`config.mk`:
```
export PLATFORM = sky130hd
export DESIGN_NAME = tx_ring_fetch
export DESIGN_NICKNAME = d
export VERILOG_FILES = /design/src/rtl/tx_ring_pkg.sv /design/src/rtl/tx_seg_len.sv /design/src/rtl/tx_ring_ptr.sv /design/src/rtl/tx_ring_regs.sv /design/src/rtl/tx_ring_fetch.sv
export SDC_FILE = /design/constraint.sdc
export NUM_CORES = 1
export LEC_CHECK = 0
export ABC_AREA = 1
export BUFFER_PORTS_ARGS = -buffer_cell sky130_fd_sc_hd__buf_2
export CAP_MARGIN = 0
export CORE_ASPECT_RATIO = 1.25
export CORE_MARGIN = 8
export CORE_UTILIZATION = 40
export DETAILED_ROUTE_END_ITERATION = 10
export GPL_ROUTABILITY_DRIVEN = 0
export HOLD_SLACK_MARGIN = 0.03
export PLACE_DENSITY = 0.67
export SYNTH_ARGS = -nofsm -noshare
export SYNTH_HDL_FRONTEND = slang
export SYNTH_SLANG_ARGS = --single-unit
export TNS_END_PERCENT = 50
```
`constraint.sdc`:
```
create_clock -name clk_i -period 4.8 [get_ports clk_i]
set_input_delay 0.96 -clock clk_i [delete_from_list [all_inputs] [get_ports clk_i]]
set_output_delay 0.96 -clock clk_i [all_outputs]
set_load 0.02 [all_outputs]
```
`src/rtl/tx_ring_pkg.sv`:
```
package tx_ring_pkg;
  typedef enum logic [3:0] {
    ST_IDLE, ST_CHK, ST_W0, ST_W1, ST_COPY, ST_CLR, ST_ADV, ST_SEND, ST_REL, ST_DONE
  } tx_state_e;

  localparam int OWN_BIT    = 31;
  localparam int FS_BIT     = 30;
  localparam int LS_BIT     = 29;
  localparam int SUB_EN_BIT = 20;
  localparam int PAD_LO     = 22;
  localparam int SUB_LO     = 24;
  localparam int DESC_BYTES = 8;
endpackage

```
`src/rtl/tx_seg_len.sv`:
```
module tx_seg_len #(
  parameter int LEN_W = 16,
  parameter int SEG_W = LEN_W + 2
) (
  input  logic             mode_i,
  input  logic [31:0]      word0_i,
  output logic [SEG_W-1:0] seg_len_o
);
  import tx_ring_pkg::*;

  logic [SEG_W-1:0] raw_len;
  logic [SEG_W-1:0] words;
  logic [SEG_W-1:0] sub;

  assign raw_len = SEG_W'(word0_i[LEN_W-1:0]);
  assign words   = {word0_i[LEN_W-1:0], 2'b00};
  assign sub     = word0_i[SUB_EN_BIT] ? SEG_W'(word0_i[SUB_LO+1:SUB_LO]) : '0;

  always_comb begin
    if (!mode_i)           seg_len_o = raw_len;
    else if (words >= sub) seg_len_o = words - sub;
    else                   seg_len_o = '0;
  end
endmodule

```
`src/rtl/tx_ring_ptr.sv`:
```
module tx_ring_ptr #(
  parameter int AW = 32
) (
  input  logic          mode_i,
  input  logic [AW-1:0] cur_i,
  input  logic [AW-1:0] start_i,
  input  logic [AW-1:0] end_i,
  output logic [AW-1:0] nxt_o
);
  import tx_ring_pkg::*;

  logic [AW-1:0] step;
  assign step = cur_i + AW'(DESC_BYTES);

  always_comb begin
    if (!mode_i) nxt_o = (step == end_i) ? start_i : step;
    else         nxt_o = (cur_i == end_i) ? start_i : step;
  end
endmodule

```
`src/rtl/tx_ring_regs.sv`:
```
module tx_ring_regs #(
  parameter int          AW        = 32,
  parameter int          REG_AW    = 8,
  parameter logic [7:0]  START_OFS = 8'h80,
  parameter logic [7:0]  END_OFS   = 8'h84
) (
  input  logic              clk_i,
  input  logic              rst_ni,
  input  logic              wr_i,
  input  logic [REG_AW-1:0] addr_i,
  input  logic [AW-1:0]     wdata_i,
  output logic [AW-1:0]     rdata_o,
  input  logic              adv_i,
  input  logic [AW-1:0]     nxt_i,
  output logic [AW-1:0]     start_o,
  output logic [AW-1:0]     end_o,
  output logic [AW-1:0]     cur_o
);
  logic wr_start, wr_end;
  assign wr_start = wr_i && (addr_i == REG_AW'(START_OFS));
  assign wr_end   = wr_i && (addr_i == REG_AW'(END_OFS));

  always_ff @(posedge clk_i or negedge rst_ni) begin
    if (!rst_ni) begin
      start_o <= '0;
      end_o   <= '0;
      cur_o   <= '0;
    end else begin
      if (wr_start) begin
        start_o <= wdata_i;
        cur_o   <= wdata_i;
      end else if (adv_i) begin
        cur_o   <= nxt_i;
      end
      if (wr_end) end_o <= wdata_i;
    end
  end

  always_comb begin
    if (addr_i == REG_AW'(START_OFS))    rdata_o = start_o;
    else if (addr_i == REG_AW'(END_OFS)) rdata_o = end_o;
    else                                 rdata_o = '0;
  end
endmodule

```
`src/rtl/tx_ring_fetch.sv`:
```
module tx_ring_fetch #(
  parameter int         LEN_W       = 16,
  parameter int         SEG_W       = LEN_W + 2,
  parameter int         MAX_FRAME   = 18000,
  parameter int         PASS_FRAMES = 16,
  parameter int         REG_AW      = 8,
  parameter logic [7:0] START_OFS   = 8'h80,
  parameter logic [7:0] END_OFS     = 8'h84,
  parameter int         TOT_W       = $clog2(MAX_FRAME + 1)
) (
  input  logic              clk_i,
  input  logic              rst_ni,
  input  logic              mode_i,
  input  logic              chan_active_i,
  input  logic              tx_en_i,
  input  logic              poll_i,
  input  logic              reg_wr_i,
  input  logic [REG_AW-1:0] reg_addr_i,
  input  logic [31:0]       reg_wdata_i,
  output logic [31:0]       reg_rdata_o,
  output logic              mem_req_o,
  output logic              mem_we_o,
  output logic [31:0]       mem_addr_o,
  output logic [31:0]       mem_wdata_o,
  input  logic              mem_ack_i,
  input  logic [31:0]       mem_rdata_i,
  output logic              cpy_valid_o,
  output logic [31:0]       cpy_addr_o,
  output logic [SEG_W-1:0]  cpy_len_o,
  input  logic              cpy_ready_i,
  output logic              send_o,
  output logic [TOT_W-1:0]  send_len_o,
  output logic              tx_irq_o,
  output logic              busy_o
);
  import tx_ring_pkg::*;

  localparam int AW    = 32;
  localparam int CNT_W = $clog2(PASS_FRAMES + 1);

  tx_state_e        state_q;
  logic [31:0]      w0_q, buf_q, first_q;
  logic [TOT_W-1:0] total_q;
  logic [CNT_W-1:0] frames_q;

  logic [AW-1:0]    ring_start, ring_end, ring_cur, ring_nxt;
  logic [SEG_W-1:0] seg_len, room, clip;
  logic [1:0]       trim;
  logic [TOT_W-1:0] trimmed;
  logic             adv, may_run, is_fs;

  tx_ring_regs #(
    .AW(AW), .REG_AW(REG_AW), .START_OFS(START_OFS), .END_OFS(END_OFS)
  ) u_regs (
    .clk_i   (clk_i),
    .rst_ni  (rst_ni),
    .wr_i    (reg_wr_i),
    .addr_i  (reg_addr_i),
    .wdata_i (reg_wdata_i),
    .rdata_o (reg_rdata_o),
    .adv_i   (adv),
    .nxt_i   (ring_nxt),
    .start_o (ring_start),
    .end_o   (ring_end),
    .cur_o   (ring_cur)
  );

  tx_ring_ptr #(.AW(AW)) u_ptr (
    .mode_i  (mode_i),
    .cur_i   (ring_cur),
    .start_i (ring_start),
    .end_i   (ring_end),
    .nxt_o   (ring_nxt)
  );

  tx_seg_len #(.LEN_W(LEN_W), .SEG_W(SEG_W)) u_len (
    .mode_i    (mode_i),
    .word0_i   (w0_q),
    .seg_len_o (seg_len)
  );

  // clip segment to room left under the frame cap
  assign room = SEG_W'(MAX_FRAME) - SEG_W'(total_q);
  assign clip = (seg_len > room) ? room : seg_len;

  assign trim    = 2'd0 - w0_q[PAD_LO+1:PAD_LO];
  assign trimmed = (total_q > TOT_W'(trim)) ? total_q - TOT_W'(trim) : '0;

  assign is_fs   = w0_q[FS_BIT];
  assign may_run = (ring_start != '0) && chan_active_i && tx_en_i &&
                   (frames_q < CNT_W'(PASS_FRAMES));
  assign adv     = (state_q == ST_ADV);

  always_comb begin
    mem_req_o   = 1'b0;
    mem_we_o    = 1'b0;
    mem_addr_o  = ring_cur;
    mem_wdata_o = '0;
    unique case (state_q)
      ST_W0:  mem_req_o = 1'b1;
      ST_W1: begin
        mem_req_o  = 1'b1;
        mem_addr_o = ring_cur + 32'd4;
      end
      ST_CLR: begin
        mem_req_o = !is_fs;
        mem_we_o  = !is_fs;
      end
      ST_REL: begin
        mem_req_o  = 1'b1;
        mem_we_o   = 1'b1;
        mem_addr_o = first_q;
      end
      default: ;
    endcase
  end

  assign cpy_valid_o = (state_q == ST_COPY) && (clip != '0);
  assign cpy_addr_o  = buf_q;
  assign cpy_len_o   = clip;
  assign send_o      = (state_q == ST_SEND) && (trimmed != '0);
  assign send_len_o  = trimmed;
  assign tx_irq_o    = (state_q == ST_DONE);
  assign busy_o      = (state_q != ST_IDLE);

  always_ff @(posedge clk_i or negedge rst_ni) begin
    if (!rst_ni) begin
      state_q  <= ST_IDLE;
      w0_q     <= '0;
      buf_q    <= '0;
      first_q  <= '0;
      total_q  <= '0;
      frames_q <= '0;
    end else begin
      unique case (state_q)
        ST_IDLE: if (poll_i) begin
          frames_q <= '0;
          state_q  <= ST_CHK;
        end
        ST_CHK: begin
          if (may_run) begin
            first_q <= ring_cur;
            total_q <= '0;
            state_q <= ST_W0;
          end else begin
            state_q <= ST_IDLE;
          end
        end
        ST_W0: if (mem_ack_i) begin
          // unowned: end of pass at frame start, abort mid-frame
          if (!mem_rdata_i[OWN_BIT]) state_q <= ST_IDLE;
          else begin
            w0_q    <= mem_rdata_i;
            state_q <= ST_W1;
          end
        end
        ST_W1: if (mem_ack_i) begin
          buf_q   <= mem_rdata_i;
          state_q <= ST_COPY;
        end
        ST_COPY: begin
          if (clip == '0) state_q <= ST_CLR;
          else if (cpy_ready_i) begin
            total_q <= total_q + TOT_W'(clip);
            state_q <= ST_CLR;
          end
        end
        ST_CLR: if (is_fs || mem_ack_i) state_q <= ST_ADV;
        ST_ADV: state_q <= w0_q[LS_BIT] ? ST_SEND : ST_W0;
        ST_SEND: state_q <= ST_REL;
        ST_REL: if (mem_ack_i) state_q <= ST_DONE;
        ST_DONE: begin
          frames_q <= frames_q + 1'b1;
          state_q  <= ST_CHK;
        end
        default: state_q <= ST_IDLE;
      endcase
    end
  end
endmodule

```
==> Word-level counts from Yosys, hierarchy flattened <==
Index checks and enable logic that the tools add are counted.
Widths: inputs -> output; s select.
{ "word_totals": {"register_bits": 215, "input_bits": 81, "out_inout_bits": 167} }
{ "classes": {"n_mux": 32, "n_reduce_logical": 25, "add_sub_neg": 8, "n_lt_le_gt_ge": 4, "n_eq_ne": 22} }
{ "ops": {"columns": ["operator", "n"], "rows": [
  ["$mux 32", 7],
  ["$eq 32x32->1", 2],
  ["$pmux 32 s2", 1],
  ["$mux 15", 4],
  ["$mux 18", 3],
  ["$pmux 4 s10", 1],
  ["$add 32x3->32 const B", 1],
  ["$add 32x4->32 const B", 1],
  ["$reduce_bool 32->1", 1],
  ["$pmux 15 s2", 1],
  ["$mux 4", 7],
  ["$ge 18x2->1", 1],
  ["$gt 18x18->1", 1],
  ["$logic_not 18->1", 1],
  ["$reduce_bool 18->1", 1],
  ["$sub 18x2->18", 1],
  ["$eq 4x3->1 const B", 4],
  ["$eq 8x8->1 const B", 2],
  ["$ne 2x2->1 const B", 8],
  ["$sub 15x15->16 const A", 1],
  ["$add 15x15->15", 1],
  ["$gt 15x2->1", 1],
  ["$reduce_bool 15->1", 1],
  ["$sub 15x2->15", 1],
  ["other kinds (23)", 38]
]} }

==> Depth between registers and ports, before layout <==
Gate-level depths: netlist of the first run.
{ "depth": {"ltp_word": 10, "depth_mapped": 39, "ltp_nobuf": 38} }

==> Hierarchy <==
A second synthesis of the first run with hierarchy kept.
{ "hier_totals": {"cells_unflattened": 2533, "area_unflattened_um2": 16882.4} }
{ "modules_own_cells": {"columns": ["module", "cells_each", "area_per_inst_um2", "instances"], "rows": [
  ["tx_ring_fetch", 1272, 8783.4, 1],
  ["tx_ring_regs", 502, 4266.6, 1],
  ["tx_ring_ptr", 616, 3079.2, 1],
  ["tx_seg_len", 143, 753.2, 1]
]} }

==> Worst setup path after synthesis of the first run <==
OpenSTA, ideal clock, no wires.
{ "synth_timing": {"path_type": "in2reg", "from": "input port mode_i", "to": "register total_q[11]", "stages": 30, "n_path_buf": 3, "slack_ns": 0.076, "arrival_time_ns": 4.659, "cell_sequence": "buf_2 inv_1 clkbuf_1 nand2_1 a21boi_0 ha_1 nand2_1 nor2_1 nand2_1 nor2_1 nand3_1 nand2_1 buf_2 nand2_1 nand2_1 ha_1 a21oi_1 nand2_1 nand2_1 inv_1 nand2_1 nand2_1 a21boi_0 o21ai_0 nand2_1 nand2_1 xor2_1 nor2_1 nand3_1 nand2_1"} }
{ "synth_between": {"elab_chain_len": 7, "elab_cells_between_ends": 10, "classes_between": "1 x add/sub; 1 x order compare; 1 x eq/ne; 5 x mux; 2 x reduce/logical"} }
{ "synth_rtl": {"columns": ["item", "line", "rtl"], "rows": [
  ["from (decl)", "tx_ring_fetch.sv:13", "input logic mode_i,"],
  ["$mux 18 *", "tx_seg_len.sv:20", "if (!mode_i) seg_len_o = raw_len;"],
  ["$gt 18x18->1", "tx_ring_fetch.sv:84", "assign clip = (seg_len > room) ? room : seg_len;"],
  ["$mux 18 *", "tx_ring_fetch.sv:84", null],
  ["net cpy_len_o[2]", "tx_ring_fetch.sv:29", "output logic [SEG_W-1:0] cpy_len_o,"],
  ["$add 15x15->15", "tx_ring_fetch.sv:164", "total_q <= total_q + TOT_W'(clip);"],
  ["$mux 15", "tx_ring_fetch.sv:163", "else if (cpy_ready_i) begin"],
  ["$mux 15", "tx_ring_fetch.sv:162", "if (clip == '0) state_q <= ST_CLR;"],
  ["$pmux 15 s2", "tx_ring_fetch.sv:135", "unique case (state_q)"],
  ["to (signal assigned)", "tx_ring_fetch.sv:164", null],
  ["to (decl)", "tx_ring_fetch.sv:43", "logic [TOT_W-1:0] total_q;"]
]} }
The timed path passes the listed nets; every way through them passes the cells marked *. The select of a mux whose other input is x is not followed.
A chain may end at the register's enable or synchronous reset.

==> Final worst setup path of the first run <==
{ "layout_timing": {"from": "register total_q[11]", "to": "output port cpy_valid_o"} }
{ "layout_between": {"elab_chain_len": 5} }
{ "layout_rtl": {"columns": ["item", "line", "rtl"], "rows": [
  ["$sub 15x15->16 *", "tx_ring_fetch.sv:83", "assign room = SEG_W'(MAX_FRAME) - SEG_W'(total_q);"],
  ["$gt 18x18->1", "tx_ring_fetch.sv:84", null],
  ["$mux 18 *", "tx_ring_fetch.sv:84", null],
  ["$reduce_bool 18->1 *", "tx_ring_fetch.sv:118", "assign cpy_valid_o = (state_q == ST_COPY) && (clip != '0);"],
  ["$logic_and 1x1->1 *", "tx_ring_fetch.sv:118", null],
  ["to (decl)", "tx_ring_fetch.sv:27", "output logic cpy_valid_o,"]
]} }
Mark *: on every way between the ends. The rest lies on a longest branch, timed or not.

==> results of run 1 <==
## worst max-delay path, stage by stage, from the launching register on
cell and delay, ns:
dfrtp_1 0.46, nor2_2 0.23, inv_1 0.10, nor2_2 0.24
nand2_1 0.14, xor2_2 0.26, ha_1 0.28, nand2_1 0.07
nor2_2 0.04, nand2_2 0.12, nor2_4 0.06, nor2_4 0.15
nand2_4 0.10, buf_6 0.14, nand3b_1 0.12, nand2_2 0.08
buf_6 0.12, nor2_2 0.08, nand3_1 0.07, nor2_1 0.10
nand2_1 0.09, nand2_2 0.09, inv_2 0.04, buf_6 0.12
## stage by stage
stage	TNS [ns]	util	power [mW]	cell area [um^2]	cells
2_1_floorplan	0	-	8.304	15120	2238
3_3_place_gp	0	0.4448	10.67	16490	2862
3_5_place_dp	0	0.4448	10.79	16490	2862
4_1_cts	0	0.4767	13.06	17670	2919
5_1_grt	-0.2547	0.4897	14.60	18150	2934
6_report	-0.01350	0.4897	13.56	18150	2934
## repair_timing
| item | CTS | global route |
|---|---|---|
| cloned | 2 | 0 |
| gates resized for setup | 77 | 101 |
| endpoints found under the setup margin | 5 | 12 |
| pin swaps | 28 | 59 |
| setup buffers | 11 | 15 |
## cells by family after synthesis
kind of cell	after synthesis
buffers and inverters	388
DFF	207
muxes	27
adders and majority gates	42
other	1
AOI/OAI and AO/OA	326
xor gates and xnor gates	78
and+or+nand+nor	1138
## area by class of cell
class                   count  area share
multi-input cells        1644      0.4886
flip-flops and latches    207      0.2859
repair buffers            281     0.08995
inverters                 271     0.05645
clock buffers              39     0.04177
well taps                 486     0.03350
clock inverters             6    0.003791
## layer usage
metal,up-vias,share of wire,GRT usage
li1,7433,-,-
met4,0,0.053,0.1150
met5,-,0,0
met3,177,0.072,0.03865
met1,7148,0.39,0.2620
met2,651,0.48,0.3872
## where the power goes
part	internal, mW	switching [mW]	total (mW)
Combinational	2.95	5.78	8.74
Sequential	2.26	0.645	2.91
Clock	1.14	0.779	1.92
Total	6.35	7.21	13.6
## sequential cells by signal, indices dropped and copies added (netlist names)
name            cells
first_q            32
u_regs.start_o     32
state_q             4
u_regs.end_o       32
u_regs.cur_o       32
total_q            15
frames_q            5
w0_q               23
cpy_addr_o         32
## worst paths after layout
kind                                       startpoint                              to  cells past startpoint
min in group asynchronous                      rst_ni       cpy_addr_o[9]$_DFFE_PN0P_                      1
max in group asynchronous                      rst_ni  u_regs.start_o[28]$_DFFE_PN0P_                      2
min reg2reg                cpy_addr_o[29]$_DFFE_PN0P_      cpy_addr_o[29]$_DFFE_PN0P_                      2
max                           total_q[11]$_DFFE_PN0P_                     cpy_valid_o                     23
max reg2reg                   total_q[11]$_DFFE_PN0P_         total_q[11]$_DFFE_PN0P_                     31
min                        cpy_addr_o[29]$_DFFE_PN0P_      cpy_addr_o[29]$_DFFE_PN0P_                      2
## cell usage in the layout (no fill, tap or decap), types with 4 or more instances in the layout
cell	instances
nor4_1	11
buf_4	57
clkbuf_16	25
xor2_1	52
nand3_1	100
inv_2	13
conb_1	32
o211ai_1	26
nand2_2	43
inv_1	251
nor3_1	20
or2_2	4
dfrtp_2	8
o22ai_1	15
nand2_1	682
o21ai_0	147
buf_2	213
mux2_2	27
nor2_4	17
o21ai_1	9
clkinv_1	4
nor2_2	36
a21oi_2	17
clkbuf_1	6
buf_6	8
dfrtp_1	199
ha_1	30
clkbuf_8	9
a221o_1	4
nand3_2	17
xnor2_1	23
ha_4	9
a21oi_1	73
nor2_1	165
o221ai_1	5
nand2_4	11
nand4_1	24
o21ai_2	6
==> results.sh, run 1 <==
export IMPL_diodes=0
export IMPL_via_per_inst=5.252
export IMPL_synth_top_family_by_area="simple AND/OR/NAND/NOR gates"
export IMPL_max_slew_worst_pin_slew_ns=1.152
export IMPL_drtAntennaViolNets=0
export IMPL_h_tree_depth=1
export IMPL_multi_input_area_mm2=0.008870
export IMPL_post_place_ws_ns=0.04598
export IMPL_vias=15410
export IMPL_first_iter_violations=1253
export IMPL_rsz0062_at_grt="yes"
export IMPL_synthMostInstantiatedCell="nand2_1"
export IMPL_hpwl_mm=38.79
export IMPL_ios=248
export IMPL_clkLatencyLatePin_ns=0.54
export IMPL_powerDensity_mw_per_mm2=747.0
export IMPL_core_area_mm2=0.03707
export IMPL_ys_top_cells_by_area="dfrtp_1 35%, nand2_1 18%, inv_1 6.6%, o21ai_0 5.0%, nor2_1 5.0%"
export IMPL_hold_class="reg -> reg"
export IMPL_synth_ff_type="dfrtp_1"
export IMPL_yosys_area_top_type_share=0.3453
export IMPL_cts_tree="done"
export IMPL_synth_compound_area_frac=0.1254
export IMPL_route_detailed_drc=0
export IMPL_cp_max_fo=6
export IMPL_synth_fa_ha_area_frac=0.03603
export IMPL_cts_clk_slew_worst_paths_ns=0.06
export IMPL_peakVddDrop_v=0.0004501
export IMPL_path_class="reg -> out"
export IMPL_netlist_instances=2207
export IMPL_timing_final_ws_setup_ns=-0.01350
export IMPL_synthTopCellsByCount="719 x nand2_1, 264 x inv_1, 207 x dfrtp_1"
export IMPL_reg2reg_slack_ns=0.28
export IMPL_holdWs_ns=0.4798
export IMPL_area_growth_synth_to_final_pct=21.00
export IMPL_synth_top_area_cell="dfrtp_1"
export IMPL_async_flop_share=1.000
export IMPL_initial_utilization=0.4047
export IMPL_holdBufCountCts=0
export IMPL_status="finished, violations left"
export IMPL_drive_above_1_share=0.2234
export IMPL_synthXorXnorAreaFrac=0.04554
export IMPL_clockBufferDepth=3
export IMPL_placementRows=79
export IMPL_p_leak_nw=9.655
export IMPL_min_period_ns=4.813
export IMPL_cp_required_ns=3.84
export IMPL_yosys_cell_types_count=53
export IMPL_end_kind="primary output"
export IMPL_register_area_mm2=0.005190
export IMPL_nets=2553
export IMPL_syn_area_mm2=0.01500
export IMPL_cts_made_buffers=25
export IMPL_grt_pass1_vias=15210
export IMPL_finalCritPeriodShare=1.003
export IMPL_portBuffers=215
export IMPL_dr_pass1_iters=6
export IMPL_syn_area_per_cell_um2=6.797
export IMPL_yosys_warnings=0
export IMPL_max_cap_violations=0
export IMPL_ys_seq_area_frac=0.3453
export IMPL_slew_headroom=0.2273
export IMPL_fp_dieArea_mm2=0.04400
export IMPL_synth_seq_cells=207
export IMPL_die_w_um=189.2
export IMPL_slew_violations=0
export IMPL_setup_viol=1
export IMPL_worstPathArrival_ns=3.85
export IMPL_worstSetupStartpointType="flop"
export IMPL_grt_usage=0.2233
export IMPL_wl_mm=51.01
export IMPL_antenna_found_initial=0
export IMPL_failed_checks="negative setup slack"
export IMPL_wl_per_cell_um=17.38
export IMPL_fin_skew_ns=0.01442
export IMPL_fmax_ghz=0.2077
export IMPL_cts_sinks=207
export IMPL_grt_first_pass_wirelength_mm=79.97
export IMPL_die_y_um=232.5
export IMPL_fillers=3658
export IMPL_synth_edff_count=0
export IMPL_root_buffer="clkbuf_16"
export IMPL_grt_max_degree=121
export IMPL_synth_mux_area_frac=0.02027
export IMPL_gr_total_overflow=0
export IMPL_yosys_area_share_simple=0.3158
export IMPL_finalHoldViolCount=0
No activity file was read; power rests on OpenSTA's default activity.
==> run 2: changes to the inputs <==
--- a/config.mk
+++ b/config.mk
@@ -15,6 +15,7 @@
 export GPL_ROUTABILITY_DRIVEN = 0
 export HOLD_SLACK_MARGIN = 0.03
 export PLACE_DENSITY = 0.67
+export RECOVER_POWER = 100
 export SYNTH_ARGS = -nofsm -noshare
 export SYNTH_HDL_FRONTEND = slang
 export SYNTH_SLANG_ARGS = --single-unit
==> results.sh, run 2 (synthesized netlist as in run 1, its figures left out) <==
export IMPL_cp_max_fo=9
export IMPL_rsz0062_at_grt="yes"
export IMPL_worstRegToRegCells=31
export IMPL_drtAntennaViolNets=0
export IMPL_r2r_end="total_q[11]$_DFFE_PN0P_"
export IMPL_via_per_inst=5.255
export IMPL_peakVddDrop_v=0.0004538
export IMPL_grt_pass1_vias=15210
export IMPL_hpwl_mm=38.79
export IMPL_max_cap_violations=5
export IMPL_cts_clk_slew_worst_paths_ns=0.06
export IMPL_fmax_ghz=0.2068
export IMPL_h_tree_depth=1
export IMPL_setup_viol=1
export IMPL_reg2reg_slack_ns=0.28
export IMPL_status="finished, violations left"
export IMPL_drive_above_1_share=0.2051
export IMPL_dr_pass1_iters=5
export IMPL_area_growth_synth_to_final_pct=20.45
export IMPL_cp_required_ns=3.84
export IMPL_ios=248
export IMPL_fin_skew_ns=0.01380
export IMPL_cts_tree="done"
export IMPL_powerDensity_mw_per_mm2=749.0
export IMPL_worstPathArrival_ns=3.88
export IMPL_vias=15420
export IMPL_slew_headroom=-1.078
export IMPL_path_class="reg -> out"
export IMPL_diodes=0
export IMPL_wl_per_cell_um=17.41
export IMPL_clockBufferDepth=3
export IMPL_die_w_um=189.2
export IMPL_portBuffers=215
export IMPL_timing_final_ws_setup_ns=-0.03525
export IMPL_worstSetupStartpointType="flop"
export IMPL_reg2reg_from="total_q[11]$_DFFE_PN0P_"
export IMPL_nets=2553
export IMPL_initial_utilization=0.4047
export IMPL_finalCritPeriodShare=1.007
export IMPL_root_buffer="clkbuf_16"
export IMPL_max_slew_worst_pin_slew_ns=3.117
export IMPL_slew_violations=296
export IMPL_gr_total_overflow=0
export IMPL_grt_max_degree=121
export IMPL_cts_sinks=207
export IMPL_cts_made_buffers=25
export IMPL_min_period_ns=4.835
export IMPL_fp_dieArea_mm2=0.04400
export IMPL_failed_checks="max-capacitance violations, max-slew violations, negative setup slack"
export IMPL_first_iter_violations=1280
export IMPL_final_cell_mix="683 x nand2_1, 251 x inv_1, 199 x dfrtp_1"
export IMPL_end_kind="primary output"
export IMPL_route_detailed_drc=0
export IMPL_final_common_cell="nand2_1"
export IMPL_clkLatencyLatePin_ns=0.54
export IMPL_wl_mm=51.09
export IMPL_die_y_um=232.5
export IMPL_worstSetupEndpoint="cpy_valid_o"
export IMPL_p_leak_nw=9.501
export IMPL_antenna_found_initial=0
export IMPL_grt_usage=0.2233
export IMPL_holdBufCountCts=0
export IMPL_grt_first_pass_wirelength_mm=79.97
export IMPL_placementRows=79
export IMPL_hold_class="reg -> reg"
export IMPL_core_area_mm2=0.03707
export IMPL_post_place_ws_ns=0.04598
export IMPL_setup_tns_ns=-0.03525
export IMPL_finalHoldViolCount=0
export IMPL_crit_start="total_q[4]$_DFFE_PN0P_"
==> run 2: changes by cell type in the layout (fill, tap and decap cells not counted), sizes merged <==
cell    delta
clkbuf    +44
buf       -44
==> run 2: timing repair <==
action,4_1_cts,5_1_grt
gates resized for setup,77,101
buffers inserted,11,15
pin swaps,28,59
cloned,2,0
setup endpoints to repair,5,12
==> run 2: power by group <==
part / internal (mW) / switching (mW) / total, mW
Clock: 1.14 / 0.780 / 1.92
Combinational: 2.91 / 5.79 / 8.70
Sequential: 2.26 / 0.649 / 2.91
==> run 2: layout make-up <==
| type | instances | area, um^2 |
|---|---|---|
| Clock buffer | 39 | 758.2 |
| Clock inverter | 6 | 68.82 |
| Fill cell | 3684 | 19000 |
| Inverter | 271 | 1025 |
| Multi-Input combinational cell | 1644 | 8862 |
| Sequential cell | 207 | 5190 |
| Tap cell | 486 | 608.1 |
| Timing Repair Buffer | 281 | 1558 |
==> run 2: worst min-delay path by stage <==
stage | startpoint | endpoint | depth (start not counted)
after floorplan | w0_q[25]$_DFFE_PN0P_ | w0_q[25]$_DFFE_PN0P_ | 2
after global placement | cpy_addr_o[1]$_DFFE_PN0P_ | cpy_addr_o[1]$_DFFE_PN0P_ | 2
after detailed placement | cpy_addr_o[31]$_DFFE_PN0P_ | cpy_addr_o[31]$_DFFE_PN0P_ | 2
final | cpy_addr_o[29]$_DFFE_PN0P_ | cpy_addr_o[29]$_DFFE_PN0P_ | 2
after CTS | cpy_addr_o[6]$_DFFE_PN0P_ | cpy_addr_o[6]$_DFFE_PN0P_ | 2
after global routing | first_q[16]$_DFFE_PN0P_ | first_q[16]$_DFFE_PN0P_ | 2
==> run 2: layer usage <==
layer	track usage	wire length (um)
met2	0.3872	24640
met3	0.03865	3823
met1	0.2620	19970
met4	0.1150	2653
met5	0	0
==> run 2: critical path, cell delays in order, from the launching register on <==
cell	delay [ns]
dfrtp_2	0.50
nor2_2	0.09
o21ai_0	0.31
nand2_4	0.11
xor2_2	0.26
inv_1	0.09
ha_1	0.30
nand2_2	0.08
nor2_4	0.14
nand2_1	0.08
nand2_1	0.08
nand2_2	0.10
nand2_4	0.12
nand2_4	0.08
buf_6	0.13
nand2_1	0.08
nand2_1	0.07
nor2_1	0.14
nand3_1	0.11
nor2_1	0.11
nand2_1	0.09
nand2_2	0.09
inv_2	0.04
buf_6	0.12
==> run 2: stage by stage <==
step	cells	hold slack (ns)	util	power [mW]	area, um^2
after floorplan	2238	0.4529	-	8.304	15120
after global placement	2862	0.4637	0.4448	10.67	16490
after detailed placement	2862	0.4686	0.4448	10.79	16490
after CTS	2919	0.4865	0.4767	13.06	17670
after global routing	2934	0.4995	0.4875	14.56	18070
final	2934	0.4847	0.4875	13.53	18070
